<file path="config.mk">
export PLATFORM = sky130hd
export DESIGN_NAME = xip_fetch
export DESIGN_NICKNAME = d
export VERILOG_FILES = /design/src/rtl/xip_pkg.sv /design/src/rtl/xip_sck_gen.sv /design/src/rtl/xip_word_asm.sv /design/src/rtl/xip_fetch.sv
export SDC_FILE = /design/constraint.sdc
export NUM_CORES = 1
export LEC_CHECK = 0
export BUFFER_PORTS_ARGS = -buffer_cell sky130_fd_sc_hd__buf_2
export CORE_MARGIN = 3
export CORE_UTILIZATION = 50
export CTS_BUF_LIST = sky130_fd_sc_hd__clkbuf_2 sky130_fd_sc_hd__clkbuf_4 sky130_fd_sc_hd__clkbuf_8
export CTS_CLUSTER_SIZE = 30
export DETAILED_ROUTE_END_ITERATION = 10
export GPL_TIMING_DRIVEN = 0
export PLACE_DENSITY_LB_ADDON = 0.05
export REMOVE_ABC_BUFFERS = 1
export SYNTH_ARGS = -nofsm -noshare
export SYNTH_HDL_FRONTEND = slang
export SYNTH_SLANG_ARGS = --single-unit
</file>
<file path="constraint.sdc">
create_clock -name clk_i -period 2.2 [get_ports clk_i]
set_input_delay 0.22 -clock clk_i [delete_from_list [all_inputs] [get_ports clk_i]]
set_output_delay 0.22 -clock clk_i [all_outputs]
set_load 0.03 [all_outputs]
</file>
<file path="src/rtl/xip_pkg.sv">
package xip_pkg;
  typedef enum logic [2:0] {
    ST_IDLE, ST_CMD, ST_WAIT, ST_DATA, ST_DONE
  } xip_state_e;

  localparam logic [7:0] READ_CMD = 8'h03;
endpackage

</file>
<file path="src/rtl/xip_sck_gen.sv">
// Half-rate serial clock; tick marks the end of each high phase (shift/sample point).
module xip_sck_gen (
  input  logic clk_i,
  input  logic rst_ni,
  input  logic run_i,
  output logic sck_o,
  output logic tick_o
);
  logic sck_q;

  always_ff @(posedge clk_i or negedge rst_ni) begin
    if (!rst_ni)    sck_q <= 1'b0;
    else if (run_i) sck_q <= ~sck_q;
    else            sck_q <= 1'b0;
  end

  assign sck_o  = sck_q;
  assign tick_o = run_i & sck_q;
endmodule

</file>
<file path="src/rtl/xip_word_asm.sv">
// Collects serial bits MSB first into bytes, bytes into word lanes lowest first.
module xip_word_asm #(
  parameter int WORD_BYTES = 4
) (
  input  logic                    clk_i,
  input  logic                    rst_ni,
  input  logic                    clr_i,
  input  logic                    tick_i,
  input  logic                    bit_i,
  output logic                    byte_done_o,
  output logic [WORD_BYTES*8-1:0] word_o
);
  localparam int IDX_W = (WORD_BYTES > 1) ? $clog2(WORD_BYTES) : 1;

  logic [2:0]       bit_cnt_q;
  logic [IDX_W-1:0] idx_q;
  logic [6:0]       sh_q;

  assign byte_done_o = tick_i && (bit_cnt_q == 3'd7);

  always_ff @(posedge clk_i or negedge rst_ni) begin
    if (!rst_ni) begin
      bit_cnt_q <= '0;
      idx_q     <= '0;
      sh_q      <= '0;
    end else if (clr_i) begin
      bit_cnt_q <= '0;
      idx_q     <= '0;
    end else if (tick_i) begin
      sh_q      <= {sh_q[5:0], bit_i};
      bit_cnt_q <= bit_cnt_q + 3'd1;
      if (bit_cnt_q == 3'd7) idx_q <= idx_q + IDX_W'(1);
    end
  end

  for (genvar g = 0; g < WORD_BYTES; g++) begin : g_lane
    logic [7:0] lane_q;
    always_ff @(posedge clk_i or negedge rst_ni) begin
      if (!rst_ni)                                 lane_q <= '0;
      else if (clr_i)                              lane_q <= '0;
      else if (byte_done_o && idx_q == IDX_W'(g))  lane_q <= {sh_q, bit_i};
    end
    assign word_o[g*8 +: 8] = lane_q;
  end
endmodule

</file>
<file path="src/rtl/xip_fetch.sv">
module xip_fetch #(
  parameter int ADDR_W     = 24,
  parameter int WORD_BYTES = 4,
  parameter int WAIT_CYC   = 2
) (
  input  logic                    clk_i,
  input  logic                    rst_ni,
  input  logic                    req_i,
  input  logic                    kind_i,
  input  logic [ADDR_W-1:0]       addr_i,
  output logic                    ready_o,
  output logic                    valid_o,
  output logic [WORD_BYTES*8-1:0] data_o,
  output logic [ADDR_W-1:0]       pc_o,
  output logic                    sck_o,
  output logic                    cs_no,
  output logic                    mosi_o,
  input  logic                    miso_i
);
  import xip_pkg::*;

  localparam int HDR_BITS = 8 + ADDR_W;
  localparam int CNT_W    = $clog2(HDR_BITS);
  localparam int LEFT_W   = $clog2(WORD_BYTES + 1);
  localparam int WAIT_W   = (WAIT_CYC > 1) ? $clog2(WAIT_CYC) : 1;

  xip_state_e          state_q;
  logic [HDR_BITS-1:0] tx_q;
  logic [CNT_W-1:0]    bit_cnt_q;
  logic [WAIT_W-1:0]   wait_q;
  logic [LEFT_W-1:0]   left_q;
  logic                kind_q;
  logic [ADDR_W-1:0]   addr_q;
  logic [ADDR_W-1:0]   pc_q;
  logic                run, tick, byte_done;

  assign run = (state_q == ST_CMD) || (state_q == ST_DATA);

  xip_sck_gen u_sck (
    .clk_i  (clk_i),
    .rst_ni (rst_ni),
    .run_i  (run),
    .sck_o  (sck_o),
    .tick_o (tick)
  );

  xip_word_asm #(.WORD_BYTES(WORD_BYTES)) u_asm (
    .clk_i       (clk_i),
    .rst_ni      (rst_ni),
    .clr_i       (state_q == ST_IDLE),
    .tick_i      (tick && state_q == ST_DATA),
    .bit_i       (miso_i),
    .byte_done_o (byte_done),
    .word_o      (data_o)
  );

  always_ff @(posedge clk_i or negedge rst_ni) begin
    if (!rst_ni) begin
      state_q   <= ST_IDLE;
      tx_q      <= '0;
      bit_cnt_q <= '0;
      wait_q    <= '0;
      left_q    <= '0;
      kind_q    <= 1'b0;
      addr_q    <= '0;
      pc_q      <= '0;
    end else begin
      unique case (state_q)
        ST_IDLE: if (req_i) begin
          tx_q      <= {READ_CMD, addr_i};
          addr_q    <= addr_i;
          kind_q    <= kind_i;
          bit_cnt_q <= '0;
          left_q    <= kind_i ? LEFT_W'(WORD_BYTES) : LEFT_W'(1);
          state_q   <= ST_CMD;
        end
        ST_CMD: if (tick) begin
          tx_q      <= {tx_q[HDR_BITS-2:0], 1'b0};
          bit_cnt_q <= bit_cnt_q + CNT_W'(1);
          if (bit_cnt_q == CNT_W'(HDR_BITS - 1)) begin
            wait_q  <= '0;
            state_q <= ST_WAIT;
          end
        end
        ST_WAIT: begin
          wait_q <= wait_q + WAIT_W'(1);
          if (wait_q == WAIT_W'(WAIT_CYC - 1)) state_q <= ST_DATA;
        end
        ST_DATA: if (byte_done) begin
          left_q <= left_q - LEFT_W'(1);
          if (left_q == LEFT_W'(1)) begin
            pc_q    <= addr_q + (kind_q ? ADDR_W'(WORD_BYTES) : ADDR_W'(1));
            state_q <= ST_DONE;
          end
        end
        ST_DONE: state_q <= ST_IDLE;
        default: state_q <= ST_IDLE;
      endcase
    end
  end

  assign ready_o = (state_q == ST_IDLE);
  assign valid_o = (state_q == ST_DONE);
  assign cs_no   = (state_q == ST_IDLE) || (state_q == ST_DONE);
  assign mosi_o  = (state_q == ST_CMD) && tx_q[HDR_BITS-1];
  assign pc_o    = pc_q;
endmodule

</file>
==> results.toml, run 1 <==
[status]
outcome = "completed"

[cells_and_area]
drive_above_1_share = 0.279
antenna_cells = 0
layout_commonest_cell = "dfrtp_1"
final_cell_area_um2 = 7660
layout_common_cells = "dfrtp_1, nand2_1, buf_2"
syn_to_final_growth_pct = 23.5
nets = 751
stdcell_count = 888
seqCellArea_um2 = 3460
multi_input_area_um2 = 2720
nFillCells = 1033

[place]
hpwl_um = 8460
placed_area_um2 = 6780
placed_cells = 818
io_buffers = 89
gp_congestion = 0.740

[route]
vias = 4588
drtIter0Drc = 238
ant_nets = 0
first_pass_iters = 4
drt_wl_total_um = 13700
route.detailed.drc = 0
routed_via_density = 5.17
wire_per_inst_um = 15.4

[sta]
fmax_mhz = 477
finClkSkew_ns = 0.00898
setup_viol = 0
setup_tns_ns = 0
slew_headroom = 0.636
hold_ws_ns = 0.0344
final.min_clock_period_ns = 2.10
slew_violations = 0
rsz0062_at_grt = "false"
worst_slew_pin_slew_ns = 0.544
finalCritPeriodShare = 0.953
hold_viol_final = 0

[floorplan]
coreArea_um2 = 12100
pin_count = 90
dieWidth_um = 117
floorplan.initialDensity = 0.514
fp-row-count = 40
dieArea_um2 = 13800
die_h_um = 117

[hold_path]
min_from = "miso_i"
holdCritPathClass = "in2reg"

[synth]
ys_seq_area_frac = 0.557
ys_warn_count = 0
syn_area_um2 = 6200
synth_cells = 591
synthFlopType = "dfrtp_1"
synth_area_per_cell_um2 = 10.5
synth_edf_count = 0
async_flop_share = 1.00
synth_top_area_cell = "dfrtp_1"
synthTopCellsByArea = "dfrtp_1, nand2_1, mux2_2"
yosysUniqueCellTypes = 44
synth-seq-cells = 138
yosys.area.top_type_share = 0.557

[critical_path]
crit_type = "reg2reg"
ff2ff_path_depth = 7
r2r_slack_ns = 0.10
start_kind = "flop"
reg2reg_from = "kind_q$_DFFE_PN0P_"
worst_setup_path_end_kind = "flop"
crit_path_cell_trace = "inv_1, ha_4, ha_4, a21oi_2, or3_4, or4_1, a31oi_1"
cp_data_required_time_ns = 2.56
crit_end = "pc_o[22]$_DFFE_PN0P_"
r2r_end = "pc_o[22]$_DFFE_PN0P_"
cp_common_cell = "ha_4"
worstPathMaxFanout = 7
startpoint = "kind_q$_DFFE_PN0P_"
cp.arrival_ns = 2.46
slowest_stage = "or4_1"
worst_path_largest_cell_delay_ns = 0.51

[power_and_ir_drop]
pwr-share-clk = 0.196
power_density_nw_per_um2 = 1330
sw_frac_of_total = 0.393
p_leak_nw = 3.73
ir_drop_v = 0.000590
p_int_w = 0.00620
switchingPower_w = 0.00401
seq_power_share = 0.411
p_comb_frac = 0.393

[global_route]
grt_pass1_vias = 4471
overflow = 0
grt_max_degree = 96
grt_pass1_wl_um = 22600
antenna_found_initial = 0
grt_util_all_layers = 0.203

[clocking]
cts_buffers = 17
clk_latency_ns = 0.44
clk_pin_slew_ns = 0.07
cts_root_buf = "clkbuf_8"
cts_tree = "yes"
cts_max_level = 4
clockBufferDepth = 2
numClockSinks = 138

[run]
cap_viol_max_count = 0
how the worst min path moves through the flow:
stage                                      to  slack [ns]  depth (start not counted)
2_1_floorplan           addr_q[0]$_DFFE_PN0P_       -0.08                          0
3_3_place_gp           addr_q[20]$_DFFE_PN0P_        0.43                          3
3_5_place_dp   u_asm.bit_cnt_q[0]$_DFFE_PN0P_        0.17                          1
4_1_cts             u_asm.sh_q[0]$_DFFE_PN0P_       0.005                          2
5_1_grt             u_asm.sh_q[0]$_DFFE_PN0P_        0.02                          2
6_report            u_asm.sh_q[0]$_DFFE_PN0P_        0.03                          2
through the flow:
| stage | utilization | total power, W | worst slack, ns |
|---|---|---|---|
| finish | 0.635 | 0.0102 | 0.103 |
| global route | 0.635 | 0.0110 | 0.000297 |
| CTS | 0.622 | 0.0101 | -0.00595 |
| detailed placement | 0.562 | 0.00794 | -0.847 |
| global placement | 0.556 | 0.00781 | -1.92 |
| floorplan | - | 0.00687 | -0.541 |
worst max-delay path: cells and delay by family (launching register included):
family	cells	cell delay, ns
compound gates	2	0.26
simple gates	2	0.93
fa+ha+maj	2	0.32
buf+inv	1	0.10
flops	1	0.40
layout make-up:
| type | count | share of cell area |
|---|---|---|
| Sequential cell | 138 | 0.451 |
| Multi-Input combinational cell | 414 | 0.356 |
| Timing Repair Buffer | 128 | 0.109 |
| Clock buffer | 22 | 0.0379 |
| Tap cell | 168 | 0.0275 |
| Clock inverter | 8 | 0.0124 |
| Inverter | 9 | 0.00523 |
| Timing Repair inverter | 1 | 0.000980 |
cell usage after synthesis, drive strengths merged (6+ instances only):
library cell  number
o31ai              6
nor4               6
a21oi             32
a31oi             10
ha                13
nand4              6
xnor2             11
buf               16
mux2              40
and2              10
clkbuf            17
nand3             11
inv                9
o21ai             28
nor2              43
dfrtp            138
mux2i             24
or4                6
nand2            124
cells by family after synthesis:
logic type | share of synthesized area
and+or+nand+nor | 0.172
DFF | 0.557
AOI/OAI and AO/OA | 0.0811
muxes | 0.111
buffers and inverters | 0.0297
xor gates and xnor gates | 0.0226
adders and majority gates | 0.0262
power groups by stage:
stage / Sequential [W] / Clock (W) / Combinational, W
after floorplan: 0.00465 / 0 / 0.00222
after global placement: 0.00417 / 0 / 0.00364
after detailed placement: 0.00422 / 0 / 0.00372
after CTS: 0.00419 / 0.00206 / 0.00390
after global routing: 0.00433 / 0.00218 / 0.00445
final: 0.00420 / 0.00200 / 0.00401
registers in the layout, summed over array words and instances (netlist names):
signal	count
tx_q	32
u_asm.g_lane.lane_q	32
u_asm.sh_q	7
u_sck.sck_o	1
pc_o	24
wait_q	1
u_asm.idx_q	2
addr_q	24
state_q	3
kind_q	1
bit_cnt_q	5
left_q	3
u_asm.bit_cnt_q	3
timing repair:
item                                    in CTS  in global routing
buffers inserted                             3                  8
pin swaps                                    2                  2
hold endpoints to repair                    67                  0
hold buffers                                25                  0
gates resized for setup                     13                 16
endpoints found under the setup margin      79                 70
gates cloned                                 3                  1
metal layers:
layer / up-vias / part of all wire / global-route usage
li1: 2267 / - / -
met1: 2217 / 0.44 / 0.259
met2: 92 / 0.50 / 0.342
met3: 12 / 0.045 / 0.0497
met4: 0 / 0.011 / 0.0660
met5: - / 0 / 0
No activity file was read; power rests on OpenSTA's default activity.
==> run 2, diff against run 1 <==
- CORE_UTILIZATION: 50 -> 59
- clock period: 2.2 -> 2.38 ns (I/O delays scaled with it)
==> results.toml, run 2 (same netlist as run 1, synthesis figures left out) <==
[sta]
slew_violations = 0
hold_ws_ns = 0.0270
worst_slew_pin_slew_ns = 0.952
finClkSkew_ns = 0.00981
hold_viol_final = 0
fmax_mhz = 439
setup_viol = 0
slew_headroom = 0.365
finalCritPeriodShare = 0.957
final.min_clock_period_ns = 2.28

[critical_path]
reg2reg_from = "kind_q$_DFFE_PN0P_"
cp_data_required_time_ns = 2.72
start_kind = "flop"
ff2ff_path_depth = 7
slowest_stage = "or4_1"
crit_end = "pc_o[18]$_DFFE_PN0P_"
worst_setup_path_end_kind = "flop"
startpoint = "kind_q$_DFFE_PN0P_"
crit_type = "reg2reg"
r2r_end = "pc_o[18]$_DFFE_PN0P_"
cp.arrival_ns = 2.62
r2r_slack_ns = 0.10
worst_path_largest_cell_delay_ns = 0.52
crit_path_cell_trace = "inv_1, ha_1, ha_2, a21oi_2, or3_4, or4_1, a31oi_1"
worstPathMaxFanout = 8

[cells_and_area]
post-route-util = 0.728
stdcell_count = 828
antenna_cells = 0
multi_input_area_um2 = 2640
nFillCells = 751
final_cell_area_um2 = 7280
layout_common_cells = "dfrtp_1, nand2_1, buf_2"
layout_commonest_cell = "dfrtp_1"
drive_above_1_share = 0.266
largestRegisters = "tx_q: 32 flops, u_asm.g_lane.lane_q: 32 flops"
seqCellArea_um2 = 3450
syn_to_final_growth_pct = 17.3
nets = 726

[floorplan]
pin_count = 90
floorplan.initialDensity = 0.620
dieArea_um2 = 11800
coreArea_um2 = 10000
die_h_um = 109
dieWidth_um = 109
fp-row-count = 36

[clocking]
numClockSinks = 138
cts_max_level = 4
clockBufferDepth = 2
clk_pin_slew_ns = 0.07
cts_tree = "yes"
cts_buffers = 17
cts_root_buf = "clkbuf_8"
clk_latency_ns = 0.42

[power_and_ir_drop]
power_density_nw_per_um2 = 1260
ir_drop_v = 0.000646
p_leak_nw = 3.60

[route]
drt_wl_total_um = 13300
vias = 4578
first_pass_iters = 4
ant_nets = 0
wire_per_inst_um = 16.1
drtIter0Drc = 257
routed_via_density = 5.53
route.detailed.drc = 0

[place]
placed_area_um2 = 6740
placed_cells = 783
gp_congestion = 0.792
hpwl_um = 8490
io_buffers = 89

[run]
cap_viol_max_count = 0

[status]
outcome = "completed"

[global_route]
grt_pass1_wl_um = 21600
grt_max_degree = 71
grt_util_all_layers = 0.238
grt_pass1_vias = 4453
overflow = 0
antenna_found_initial = 0

[hold_path]
holdCritPathClass = "in2reg"
==> run 2: worst max-delay path: cells and delay by family, from the launching register on <==
kind,cells,cell delay [ns]
compound gates,2,0.28
simple gates,2,0.97
buf+inv,1,0.07
fa+ha+maj,2,0.45
flops,1,0.42
==> run 2: power breakdown <==
group | switching [W] | leakage, nW | total [W] | internal, W
Combinational | 0.00218 | 1.69 | 0.00358 | 0.00141
Sequential | 0.000671 | 1.73 | 0.00388 | 0.00321
Clock | 0.000836 | 0.181 | 0.00173 | 0.000896
Total | 0.00368 | 3.60 | 0.00920 | 0.00552
==> run 2: final cells by class <==
| type | count | area share |
|---|---|---|
| sequential | 138 | 0.475 |
| timing repair buffer | 104 | 0.0851 |
| clock inverter | 8 | 0.00997 |
| multi-input combinational | 413 | 0.362 |
| timing repair inverter | 1 | 0.000688 |
| inverter | 9 | 0.00516 |
| tap | 133 | 0.0229 |
| clock buffer | 22 | 0.0390 |
==> run 2: worst min-delay path by stage <==
stage / startpoint / endpoint / slack, ns / cells past startpoint
floorplan: rst_ni / addr_q[0]$_DFFE_PN0P_ / -0.06 / 0
global placement: addr_i[11] / addr_q[11]$_DFFE_PN0P_ / 0.45 / 3
detailed placement: rst_ni / u_asm.bit_cnt_q[0]$_DFFE_PN0P_ / 0.29 / 1
CTS: addr_i[21] / addr_q[21]$_DFFE_PN0P_ / 0.0003 / 3
global route: addr_i[21] / addr_q[21]$_DFFE_PN0P_ / 0.01 / 3
finish: addr_i[16] / addr_q[16]$_DFFE_PN0P_ / 0.03 / 3
==> run 2: through the flow <==
| stage | worst slack (ns) | total power [W] | setup TNS [ns] |
|---|---|---|---|
| floorplan | -0.361 | 0.00635 | -10.88 |
| global placement | -1.56 | 0.00718 | -171.08 |
| detailed placement | -0.595 | 0.00735 | -15.70 |
| CTS | 0.000163 | 0.00924 | 0 |
| global route | -0.0367 | 0.00986 | -0.0554 |
| finish | 0.102 | 0.00920 | 0 |
==> run 2: what timing repair did <==
item | in CTS | in global routing
setup buffers | 1 | 0
pin swaps | 1 | 0
cloned | 2 | 1
endpoints found under the hold margin | 78 | 0
hold buffers | 11 | 0
gates resized for setup | 9 | 4
endpoints found under the setup margin | 48 | 7
==> run 2: metal layers <==
layer | vias up | GRT usage | share of wire
li1 | 2211 | - | -
met2 | 107 | 0.406 | 0.51
met5 | - | 0 | 0
met1 | 2244 | 0.302 | 0.44
met3 | 16 | 0.0519 | 0.040
met4 | 0 | 0.0821 | 0.013
